[src/rtl/slt_pkg.sv]
// Shared constants and types for the speculative load tracker.
package slt_pkg;
    localparam int SLT_ADDR_W     = 32;
    localparam int SLT_TAG_W      = 6;
    localparam int SLT_DEPTH      = 8;
    localparam int SLT_LINE_BYTES = 64;

    // Outcome of the retire port in one cycle.
    typedef enum logic [1:0] {
        RET_NONE   = 2'd0,
        RET_CLEAN  = 2'd1,
        RET_SQUASH = 2'd2
    } retire_kind_t;
endpackage

[src/rtl/slt_age_ring.sv]
// Circular age pointers for the tracker table.
// Push writes at tail, pop frees head, flush empties the ring.
// Assumes the caller never pushes when full or pops when empty.
module slt_age_ring #(
    parameter int DEPTH = 8,
    localparam int PTR_W = (DEPTH > 1) ? $clog2(DEPTH) : 1,
    localparam int CNT_W = $clog2(DEPTH + 1)
) (
    input  logic             clk,
    input  logic             rst_n,
    input  logic             push,
    input  logic             pop,
    input  logic             flush,
    output logic [PTR_W-1:0] head_idx,
    output logic [PTR_W-1:0] tail_idx,
    output logic             full,
    output logic             empty
);
    logic [CNT_W-1:0] count_q;

    // Advance a pointer with wrap at DEPTH-1.
    function automatic logic [PTR_W-1:0] bump(input logic [PTR_W-1:0] p);
        return (p == PTR_W'(DEPTH - 1)) ? '0 : p + 1'b1;
    endfunction

    // Pointer and occupancy update.
    always_ff @(posedge clk) begin
        if (!rst_n || flush) begin
            head_idx <= '0;
            tail_idx <= '0;
            count_q  <= '0;
        end else begin
            if (push) tail_idx <= bump(tail_idx);
            if (pop)  head_idx <= bump(head_idx);
            if (push && !pop)      count_q <= count_q + 1'b1;
            else if (pop && !push) count_q <= count_q - 1'b1;
        end
    end

    // Occupancy flags.
    always_comb begin
        full  = (count_q == CNT_W'(DEPTH));
        empty = (count_q == '0);
    end
endmodule

[src/rtl/slt_line_cmp.sv]
// Parallel line-address comparator.
// Reports which live slots hold the probed line. Assumes lines are already
// stripped of their byte-offset bits.
module slt_line_cmp #(
    parameter int DEPTH  = 8,
    parameter int LINE_W = 26
) (
    input  logic                          probe_valid,
    input  logic [LINE_W-1:0]             probe_line,
    input  logic [DEPTH-1:0][LINE_W-1:0]  slot_line,
    input  logic [DEPTH-1:0]              slot_live,
    output logic [DEPTH-1:0]              slot_hit
);
    for (genvar g = 0; g < DEPTH; g++) begin : g_slot
        // One comparator per slot.
        always_comb slot_hit[g] = probe_valid && slot_live[g] &&
                                  (slot_line[g] == probe_line);
    end
endmodule

[src/rtl/spec_load_tracker.sv]
// Speculative load address tracker.
// Holds the line address and age tag of each speculatively executed load
// until it retires. Remote snoops mark matching entries. Retiring a marked
// entry emits a one-cycle squash and empties the table.
// Assumes allocation order equals age order, one alloc, one retire and one
// snoop per cycle.
module spec_load_tracker
    import slt_pkg::*;
#(
    parameter int ADDR_W     = SLT_ADDR_W,
    parameter int TAG_W      = SLT_TAG_W,
    parameter int DEPTH      = SLT_DEPTH,
    parameter int LINE_BYTES = SLT_LINE_BYTES,
    localparam int LINE_OFF  = $clog2(LINE_BYTES),
    localparam int LINE_W    = ADDR_W - LINE_OFF,
    localparam int PTR_W     = (DEPTH > 1) ? $clog2(DEPTH) : 1
) (
    input  logic              clk,
    input  logic              rst_n,
    input  logic              alloc_valid,
    input  logic [ADDR_W-1:0] alloc_addr,
    input  logic [TAG_W-1:0]  alloc_tag,
    output logic              alloc_ready,
    input  logic              commit_valid,
    output logic              head_valid,
    output logic [TAG_W-1:0]  head_tag,
    input  logic              snoop_valid,
    input  logic [ADDR_W-1:0] snoop_addr,
    output logic              squash_valid,
    output logic [TAG_W-1:0]  squash_tag
);
    logic [DEPTH-1:0][LINE_W-1:0] line_q;
    logic [DEPTH-1:0][TAG_W-1:0]  tag_q;
    logic [DEPTH-1:0]             live_q;
    logic [DEPTH-1:0]             mark_q;
    logic [DEPTH-1:0]             snoop_hit;

    logic [PTR_W-1:0] head_idx, tail_idx;
    logic             ring_full, ring_empty;
    logic             commit_fire, alloc_fire, new_line_hit;
    logic [LINE_W-1:0] snoop_line, alloc_line;
    retire_kind_t     retire;

    // Line addresses of the two incoming streams.
    always_comb begin
        snoop_line = snoop_addr[ADDR_W-1:LINE_OFF];
        alloc_line = alloc_addr[ADDR_W-1:LINE_OFF];
    end

    slt_line_cmp #(.DEPTH(DEPTH), .LINE_W(LINE_W)) u_cmp (
        .probe_valid (snoop_valid),
        .probe_line  (snoop_line),
        .slot_line   (line_q),
        .slot_live   (live_q),
        .slot_hit    (snoop_hit)
    );

    // Retire decision, including a snoop on the head in the same cycle.
    always_comb begin
        commit_fire = commit_valid && !ring_empty;
        if (!commit_fire)
            retire = RET_NONE;
        else if (mark_q[head_idx] || snoop_hit[head_idx])
            retire = RET_SQUASH;
        else
            retire = RET_CLEAN;
        alloc_fire   = alloc_valid && !ring_full && (retire != RET_SQUASH);
        new_line_hit = snoop_valid && (snoop_line == alloc_line);
    end

    slt_age_ring #(.DEPTH(DEPTH)) u_ring (
        .clk      (clk),
        .rst_n    (rst_n),
        .push     (alloc_fire),
        .pop      (commit_fire),
        .flush    (retire == RET_SQUASH),
        .head_idx (head_idx),
        .tail_idx (tail_idx),
        .full     (ring_full),
        .empty    (ring_empty)
    );

    // Entry payload capture on allocation.
    always_ff @(posedge clk) begin
        if (alloc_fire) begin
            line_q[tail_idx] <= alloc_line;
            tag_q[tail_idx]  <= alloc_tag;
        end
    end

    // Live and mark bits: sticky snoop marks, retire, allocate, flush.
    always_ff @(posedge clk) begin
        if (!rst_n) begin
            live_q <= '0;
            mark_q <= '0;
        end else if (retire == RET_SQUASH) begin
            live_q <= '0;
            mark_q <= '0;
        end else begin
            for (int i = 0; i < DEPTH; i++) begin
                if (snoop_hit[i]) mark_q[i] <= 1'b1;
            end
            if (commit_fire) begin
                live_q[head_idx] <= 1'b0;
                mark_q[head_idx] <= 1'b0;
            end
            if (alloc_fire) begin
                live_q[tail_idx] <= 1'b1;
                mark_q[tail_idx] <= new_line_hit;
            end
        end
    end

    // Squash pulse register.
    always_ff @(posedge clk) begin
        if (!rst_n) begin
            squash_valid <= 1'b0;
            squash_tag   <= '0;
        end else begin
            squash_valid <= (retire == RET_SQUASH);
            if (retire == RET_SQUASH) squash_tag <= tag_q[head_idx];
        end
    end

    // Port-side status.
    always_comb begin
        alloc_ready = !ring_full;
        head_valid  = !ring_empty;
        head_tag    = tag_q[head_idx];
    end
endmodule

[config.mk]
export PLATFORM = sky130hd
export DESIGN_NAME = spec_load_tracker
export DESIGN_NICKNAME = d
export VERILOG_FILES = /design/src/rtl/slt_pkg.sv /design/src/rtl/slt_age_ring.sv /design/src/rtl/slt_line_cmp.sv /design/src/rtl/spec_load_tracker.sv
export SDC_FILE = /design/constraint.sdc
export NUM_CORES = 1
export LEC_CHECK = 0
export ABC_AREA = 1
export BUFFER_PORTS_ARGS = -buffer_cell sky130_fd_sc_hd__buf_4
export CORE_MARGIN = 4
export CORE_UTILIZATION = 26
export CTS_BUF_LIST = sky130_fd_sc_hd__clkbuf_4
export DETAILED_ROUTE_END_ITERATION = 12
export PLACE_DENSITY = 0.53
export SYNTH_ARGS = -nofsm -noshare
export SYNTH_HDL_FRONTEND = slang
export SYNTH_SLANG_ARGS = --single-unit
export TNS_END_PERCENT = 1
[constraint.sdc]
create_clock -name clk -period 3.4 [get_ports clk]
set_input_delay 0.51 -clock clk [delete_from_list [all_inputs] [get_ports clk]]
set_output_delay 0.51 -clock clk [all_outputs]
set_load 0.005 [all_outputs]
==> results of run 1 <==
-- worst max-delay path: cells and delay by family, from the launching register on --
kind | cells | cell delay, ns
buf+inv | 3 | 0.49
compound gates | 2 | 0.50
simple gates | 2 | 0.43
flops | 1 | 0.46
-- cells by family after synthesis --
| kind of cell | Yosys count |
|---|---|
| AOI/OAI and AO/OA | 91 |
| xor gates and xnor gates | 59 |
| adders and majority gates | 7 |
| buffers and inverters | 302 |
| DFF | 289 |
| and+or+nand+nor | 841 |
-- registers in the layout, indices dropped and copies added, names as in the netlist --
signal,count
tag_q,48
line_q,208
u_ring.count_q,4
mark_q,8
u_ring.head_idx,3
squash_tag,6
squash_valid,1
live_q,8
u_ring.tail_idx,3
-- metal layers --
metal  GRT usage (%)  wire length (um)  vias up
met3            3.77              3230       95
met1            20.7             20100     5197
met4            7.65              1880        0
met2            26.2             21700      412
li1                -                 -     5464
met5               0                 0        -
-- cells in the final DEF (no fill, tap or decap), drive strengths merged, types with 5 or more instances in the layout --
master / n
a21oi: 30
a221oi: 5
a22oi: 6
buf: 119
clkbuf: 117
clkinv: 18
dfxtp: 33
dlygate4sd3: 30
edfxtp: 256
ha: 6
inv: 266
nand2: 595
nand3: 33
nand4: 27
nor2: 160
nor3: 10
nor4: 9
o21ai: 32
xnor2: 44
xor2: 15
-- synthesized netlist by cell type, types with 3 or more instances --
| cell type | number | share of area (%) |
|---|---|---|
| a21oi_1 | 30 | 1.1 |
| a221oi_1 | 5 | 0.31 |
| a22o_1 | 3 | 0.19 |
| a22oi_1 | 6 | 0.32 |
| buf_2 | 14 | 0.50 |
| buf_4 | 14 | 0.75 |
| buf_6 | 4 | 0.32 |
| clkinv_1 | 3 | 0.080 |
| dfxtp_1 | 33 | 4.7 |
| edfxtp_1 | 256 | 55 |
| ha_1 | 6 | 0.53 |
| inv_1 | 254 | 6.8 |
| inv_2 | 12 | 0.32 |
| nand2_1 | 592 | 16 |
| nand2_4 | 3 | 0.24 |
| nand3_1 | 32 | 1.1 |
| nand3b_1 | 3 | 0.16 |
| nand4_1 | 27 | 1.2 |
| nor2_1 | 158 | 4.2 |
| nor3_1 | 10 | 0.36 |
| nor4_1 | 9 | 0.40 |
| o21a_1 | 3 | 0.16 |
| o21ai_0 | 30 | 1.1 |
| o22ai_1 | 3 | 0.13 |
| xnor2_1 | 44 | 2.7 |
| xor2_1 | 15 | 0.93 |
-- path summary, 6_finish.rpt --
| check | start | to | slack [ns] |
|---|---|---|---|
| hold reg to reg | squash_tag[3]$_SDFFE_PN0N_ | squash_tag[3]$_SDFFE_PN0N_ | 0.45 |
| hold / removal | alloc_addr[19] | line_q[117]$_DFFE_PP_ | 0.09 |
| setup reg to reg | line_q[112]$_DFFE_PP_ | line_q[192]$_DFFE_PP_ | 0.61 |
| setup / recovery | u_ring.head_idx[1]$_SDFFE_PP0P_ | head_tag[0] | 0.30 |
-- power by group through the flow --
stage,clock network (mW),logic [mW],registers (mW)
after floorplan,0,1.20,4.54
after global placement,0,2.11,4.57
after detailed placement,0,2.13,4.58
after CTS,3.20,2.17,4.51
after global routing,3.39,2.38,4.55
final,3.09,2.14,4.51
-- layout make-up --
type,count,area (um2)
fill,5571,36700
sequential,289,8350
multi-input combinational,998,4520
timing repair buffer,149,1330
inverter,269,1010
clock buffer,117,878
tap,696,871
clock inverter,17,82.6
antenna,1,2.50
-- stage by stage --
stage	setup WS [ns]	hold WS, ns	cells	instance area, um2	utilization (%)
after CTS	0.184	0.0105	2535	17000	31.7
after detailed placement	0.228	0.436	2371	15800	29.4
after global placement	0.252	0.430	2371	15800	29.4
final	0.303	0.0926	2536	17000	31.7
after floorplan	0.442	0.441	1589	14100	-
after global routing	0.0210	0.0204	2536	17000	31.7
-- what timing repair did --
action                                 4_1_cts  5_1_grt
endpoints found under the hold margin      217        0
hold buffers                                30        0
setup endpoints to repair                    0        1
gates resized for setup                      0        1
==> flow_summary.yaml, run 1 <==
place:
  gp_congestion: 0.898
  port_buffers: 77
  hpwlAfterDp_mm: 33.1
clock_tree:
  numClockSinks: 289
  cts_root_buf: "clkbuf_4"
  cts_made_buffers: 81
  ctsHtreeMaxLevel: 3
  clk_pin_slew_ns: 0.07
  clk_latency_ns: 0.78
  cts_tree: "done"
  post_cts_buffers: 0
  ctsLongestPathBuffers: 3
floorplanning:
  rows: 85
  dieWidth_um: 241
  dieArea_um2: 58000
  initial_core_util_pct: 26.2
  die_h_um: 241
  pin_count: 90
  core_um2: 53700
synth:
  ys_types: 41
  synth_edf_count: 256
  synthCells: 1589
  synth-seq-cells: 289
  synth-compound-area-share_pct: 3.85
  syn_nets: 1671
  synthArstFlopShare_pct: 0
  synth_fa_ha_area_share_pct: 0.675
  yosysWarnings: 0
  yosysSeqAreaShare_pct: 59.2
  ys.flop_type: "edfxtp_1"
  synth_xor_area_share_pct: 3.67
  synth_top_family_by_area: "simple AND/OR/NAND/NOR gates"
  muxShareOfSynthArea_pct: 0
  avgSynthCellArea_um2: 8.87
  syn_area_um2: 14100
  yosys.area_share.simple_pct: 23.8
route:
  drt-initial-drc-count: 910
  drc: 0
  wirelength_mm: 46.9
  wire_per_inst_um: 18.5
  viasPerCell: 4.40
  num_vias: 11200
  detail-route-antenna-nets: 0
  dr.pass1.iters: 6
cells_and_area:
  area_growth_pct: 21.0
  drive_above_1_share_pct: 14.4
  finish.net_count: 1870
sta:
  clock_skew_ns: 0.0752
  tightest_slew_ns: 0.655
  slew_headroom_pct: 55.9
  max_freq_mhz: 323
  setup_viol: 0
  finalCritPeriodShare_pct: 91.1
  fin_setup_tns_ns: 0
  finalMaxSlewViolations: 0
  rsz0062_at_grt: "false"
  post-route-min-period_ns: 3.10
  hold_viol: 0
grt:
  grt_pass1_wl_mm: 68.9
  grt_pass1_vias: 11000
  grt_max_degree: 33
  antenna_found_initial: 1
  grt-ovfl-total: 0
  grt_usage_pct: 16.2
power_and_ir_drop:
  clock_power_share_pct: 31.7
  p_seq_share_pct: 46.3
  p_total_mw: 9.73
  combPwrFrac_pct: 22.0
  intPower_mw: 6.64
  cellLeakagePower_nw: 7.48
  ir_drop_uv: 182
  p_per_area_nw_per_um2: 571
  swShare_pct: 31.7
  p_switching_mw: 3.09
setup_path:
  crit_top_cell: "inv_1"
  crit_required_ns: 2.89
  path_max_fanout: 8
  arrival_ns: 2.59
  worst-r2r-cell-count: 18
  critPathMaxStageDelay_ns: 0.46
  start_kind: "flip-flop"
  crit_slowest_cell: "dfxtp_1"
  crit_path_end_kind: "primary output"
  crit_chain: "inv_1 > nand3_1 > inv_1 > a22o_1 > a221oi_1 > nand4_1 > buf_4"
  crit_type: "reg -> out"
min_path:
  hold_class: "in -> reg"
  hold_path_depth: 1
flow_run:
  cap_violations: 0
status:
  outcome: "finished, final reports clean"
No activity file was read; power rests on OpenSTA's default activity.
==> run 2: changes to the inputs <==
--- a/config.mk
+++ b/config.mk
@@ -7,6 +7,7 @@
 export LEC_CHECK = 0
 export ABC_AREA = 1
 export BUFFER_PORTS_ARGS = -buffer_cell sky130_fd_sc_hd__buf_4
+export CORE_ASPECT_RATIO = 1.5
 export CORE_MARGIN = 4
 export CORE_UTILIZATION = 26
 export CTS_BUF_LIST = sky130_fd_sc_hd__clkbuf_4
==> run 2 against run 1 <==
Net effect: highest routed layer unchanged; largest cell class unchanged; non-clock buffer count rose by 6; final area is essentially flat; combinational power is 3% higher; setup slack worse by 0.081 ns; clock power down 2%; power is essentially flat; via count down 0.45%.
==> flow_summary.yaml, run 2 (synthesized netlist as in run 1, its figures left out) <==
min_path:
  hold_class: "in -> reg"
setup_path:
  reg2reg_slack_ns: 0.60
  arrival_ns: 2.67
  crit_path_end_kind: "primary output"
  startpoint: "u_ring.head_idx[0]$_SDFFE_PP0P_"
  crit_type: "reg -> out"
  crit_required_ns: 2.89
  start_kind: "flip-flop"
  r2r-start: "line_q[49]$_DFFE_PP_"
  worst-r2r-cell-count: 19
  r2r_end: "line_q[205]$_DFFE_PP_"
  path_max_fanout: 8
  critPathCapture: "head_tag[0]"
sta:
  setup_viol: 0
  fin_setup_tns_ns: 0
  finalMaxSlewViolations: 0
  finalCritPeriodShare_pct: 93.5
  rsz0062_at_grt: "false"
  max_freq_mhz: 315
  hold_slack_ns: 0.0732
  slew_headroom_pct: 61.2
  clock_skew_ns: 0.0625
  hold_viol: 0
  tightest_slew_ns: 0.576
  post-route-min-period_ns: 3.18
clock_tree:
  cts_tree: "done"
  ctsHtreeMaxLevel: 3
  cts_made_buffers: 77
  post_cts_buffers: 0
  ctsLongestPathBuffers: 3
  numClockSinks: 289
  clk_latency_ns: 0.78
  cts_root_buf: "clkbuf_4"
  clk_pin_slew_ns: 0.07
status:
  outcome: "finished, final reports clean"
cells_and_area:
  area_growth_pct: 21.0
  final_common_cell: "nand2_1"
  largest_reg_flops: 208
  fill_cells: 5681
  drive_above_1_share_pct: 14.3
  ff_latch_area_um2: 8350
  multi_input_area_um2: 4520
  max_flop_register: "line_q"
  largestRegisters: "line_q (208), tag_q (48)"
  mostFrequentLayoutCells: "592 x nand2_1, 256 x edfxtp_1, 252 x inv_1"
  finish.net_count: 1872
grt:
  grt_pass1_vias: 11200
  grt_max_degree: 33
  grt_usage_pct: 16.9
  antenna_found_initial: 2
  grt_pass1_wl_mm: 71.9
  grt-ovfl-total: 0
flow_run:
  cap_violations: 0
power_and_ir_drop:
  ir_drop_uv: 240
  cellLeakagePower_nw: 7.52
  p_per_area_nw_per_um2: 571
route:
  detail-route-antenna-nets: 0
  drc: 0
  dr.pass1.iters: 5
  drt-initial-drc-count: 833
  num_vias: 11100
  wire_per_inst_um: 19.4
  wirelength_mm: 49.3
  viasPerCell: 4.38
floorplanning:
  core_um2: 53600
  rows: 104
  dieWidth_um: 198
  die_h_um: 293
  pin_count: 90
  dieArea_um2: 58100
  initial_core_util_pct: 26.3
place:
  hpwlAfterDp_mm: 36.4
  port_buffers: 77
  gp_congestion: 0.916
[run 2: cell types whose count changed in the layout (fill, tap and decap cells not counted), moves of 2 or more]
cell / delta
clkinv_2: +5
inv_2: +3
clkinv_1: +11
clkbuf_4: -17
clkinvlp_4: -2
dlygate4sd3_1: -5
buf_4: +10
[run 2: what timing repair did]
item | 4_1_cts | 5_1_grt
resized for setup | 0 | 1
endpoints found under the hold margin | 152 | 0
hold buffers | 25 | 0
setup endpoints to repair | 0 | 4
[run 2: metrics by stage]
stage | util [%] | std cells | cell area [um2] | power (mW) | setup slack [ns]
finish | 31.8 | 2537 | 17100 | 9.74 | 0.222
global route | 31.8 | 2537 | 17100 | 10.3 | 0.0165
CTS | 31.8 | 2536 | 17000 | 9.89 | 0.00816
detailed placement | 29.6 | 2375 | 15900 | 6.79 | 0.254
global placement | 29.6 | 2375 | 15900 | 6.75 | 0.222
floorplan | - | 1589 | 14100 | 5.75 | 0.442
[run 2: worst min-delay path by stage]
| stage | to | startpoint | cells after the start |
|---|---|---|---|
| final | line_q[184]$_DFFE_PP_ | alloc_addr[8] | 1 |
| after global routing | line_q[184]$_DFFE_PP_ | alloc_addr[8] | 1 |
| after global placement | squash_tag[4]$_SDFFE_PN0N_ | squash_tag[4]$_SDFFE_PN0N_ | 2 |
| after CTS | line_q[61]$_DFFE_PP_ | alloc_addr[15] | 1 |
| after floorplan | squash_tag[0]$_SDFFE_PN0N_ | squash_tag[0]$_SDFFE_PN0N_ | 2 |
| after detailed placement | squash_tag[5]$_SDFFE_PN0N_ | squash_tag[5]$_SDFFE_PN0N_ | 2 |
[run 2: layer usage]
| layer | vias to the layer above | wire (um) | GRT usage, % |
|---|---|---|---|
| li1 | 5470 | - | - |
| met4 | 0 | 2710 | 8.92 |
| met2 | 346 | 26000 | 31.2 |
| met1 | 5194 | 18300 | 18.2 |
| met5 | - | 0 | 0 |
| met3 | 108 | 2360 | 2.81 |
[run 2: cell type report]
| type | instances | share of cell area [%] |
|---|---|---|
| Multi-Input combinational cell | 998 | 26.5 |
| Clock buffer | 100 | 4.40 |
| Tap cell | 689 | 5.06 |
| Antenna cell | 1 | 0.0147 |
| Clock inverter | 36 | 1.05 |
| Inverter | 269 | 5.92 |
| Sequential cell | 289 | 49.0 |
| Timing Repair Buffer | 155 | 8.07 |
[run 2: critical path: stages (launching register included)]
cell	delay, ns
dfxtp_1	0.47
inv_1	0.13
nand3_1	0.25
inv_2	0.18
a22o_1	0.21
a221oi_1	0.28
nand4_1	0.20
buf_4	0.18
[run 2: power breakdown]
part           switching, mW  internal [mW]
Sequential             0.195           4.31
Combinational           1.43          0.767
Clock                   1.56           1.47
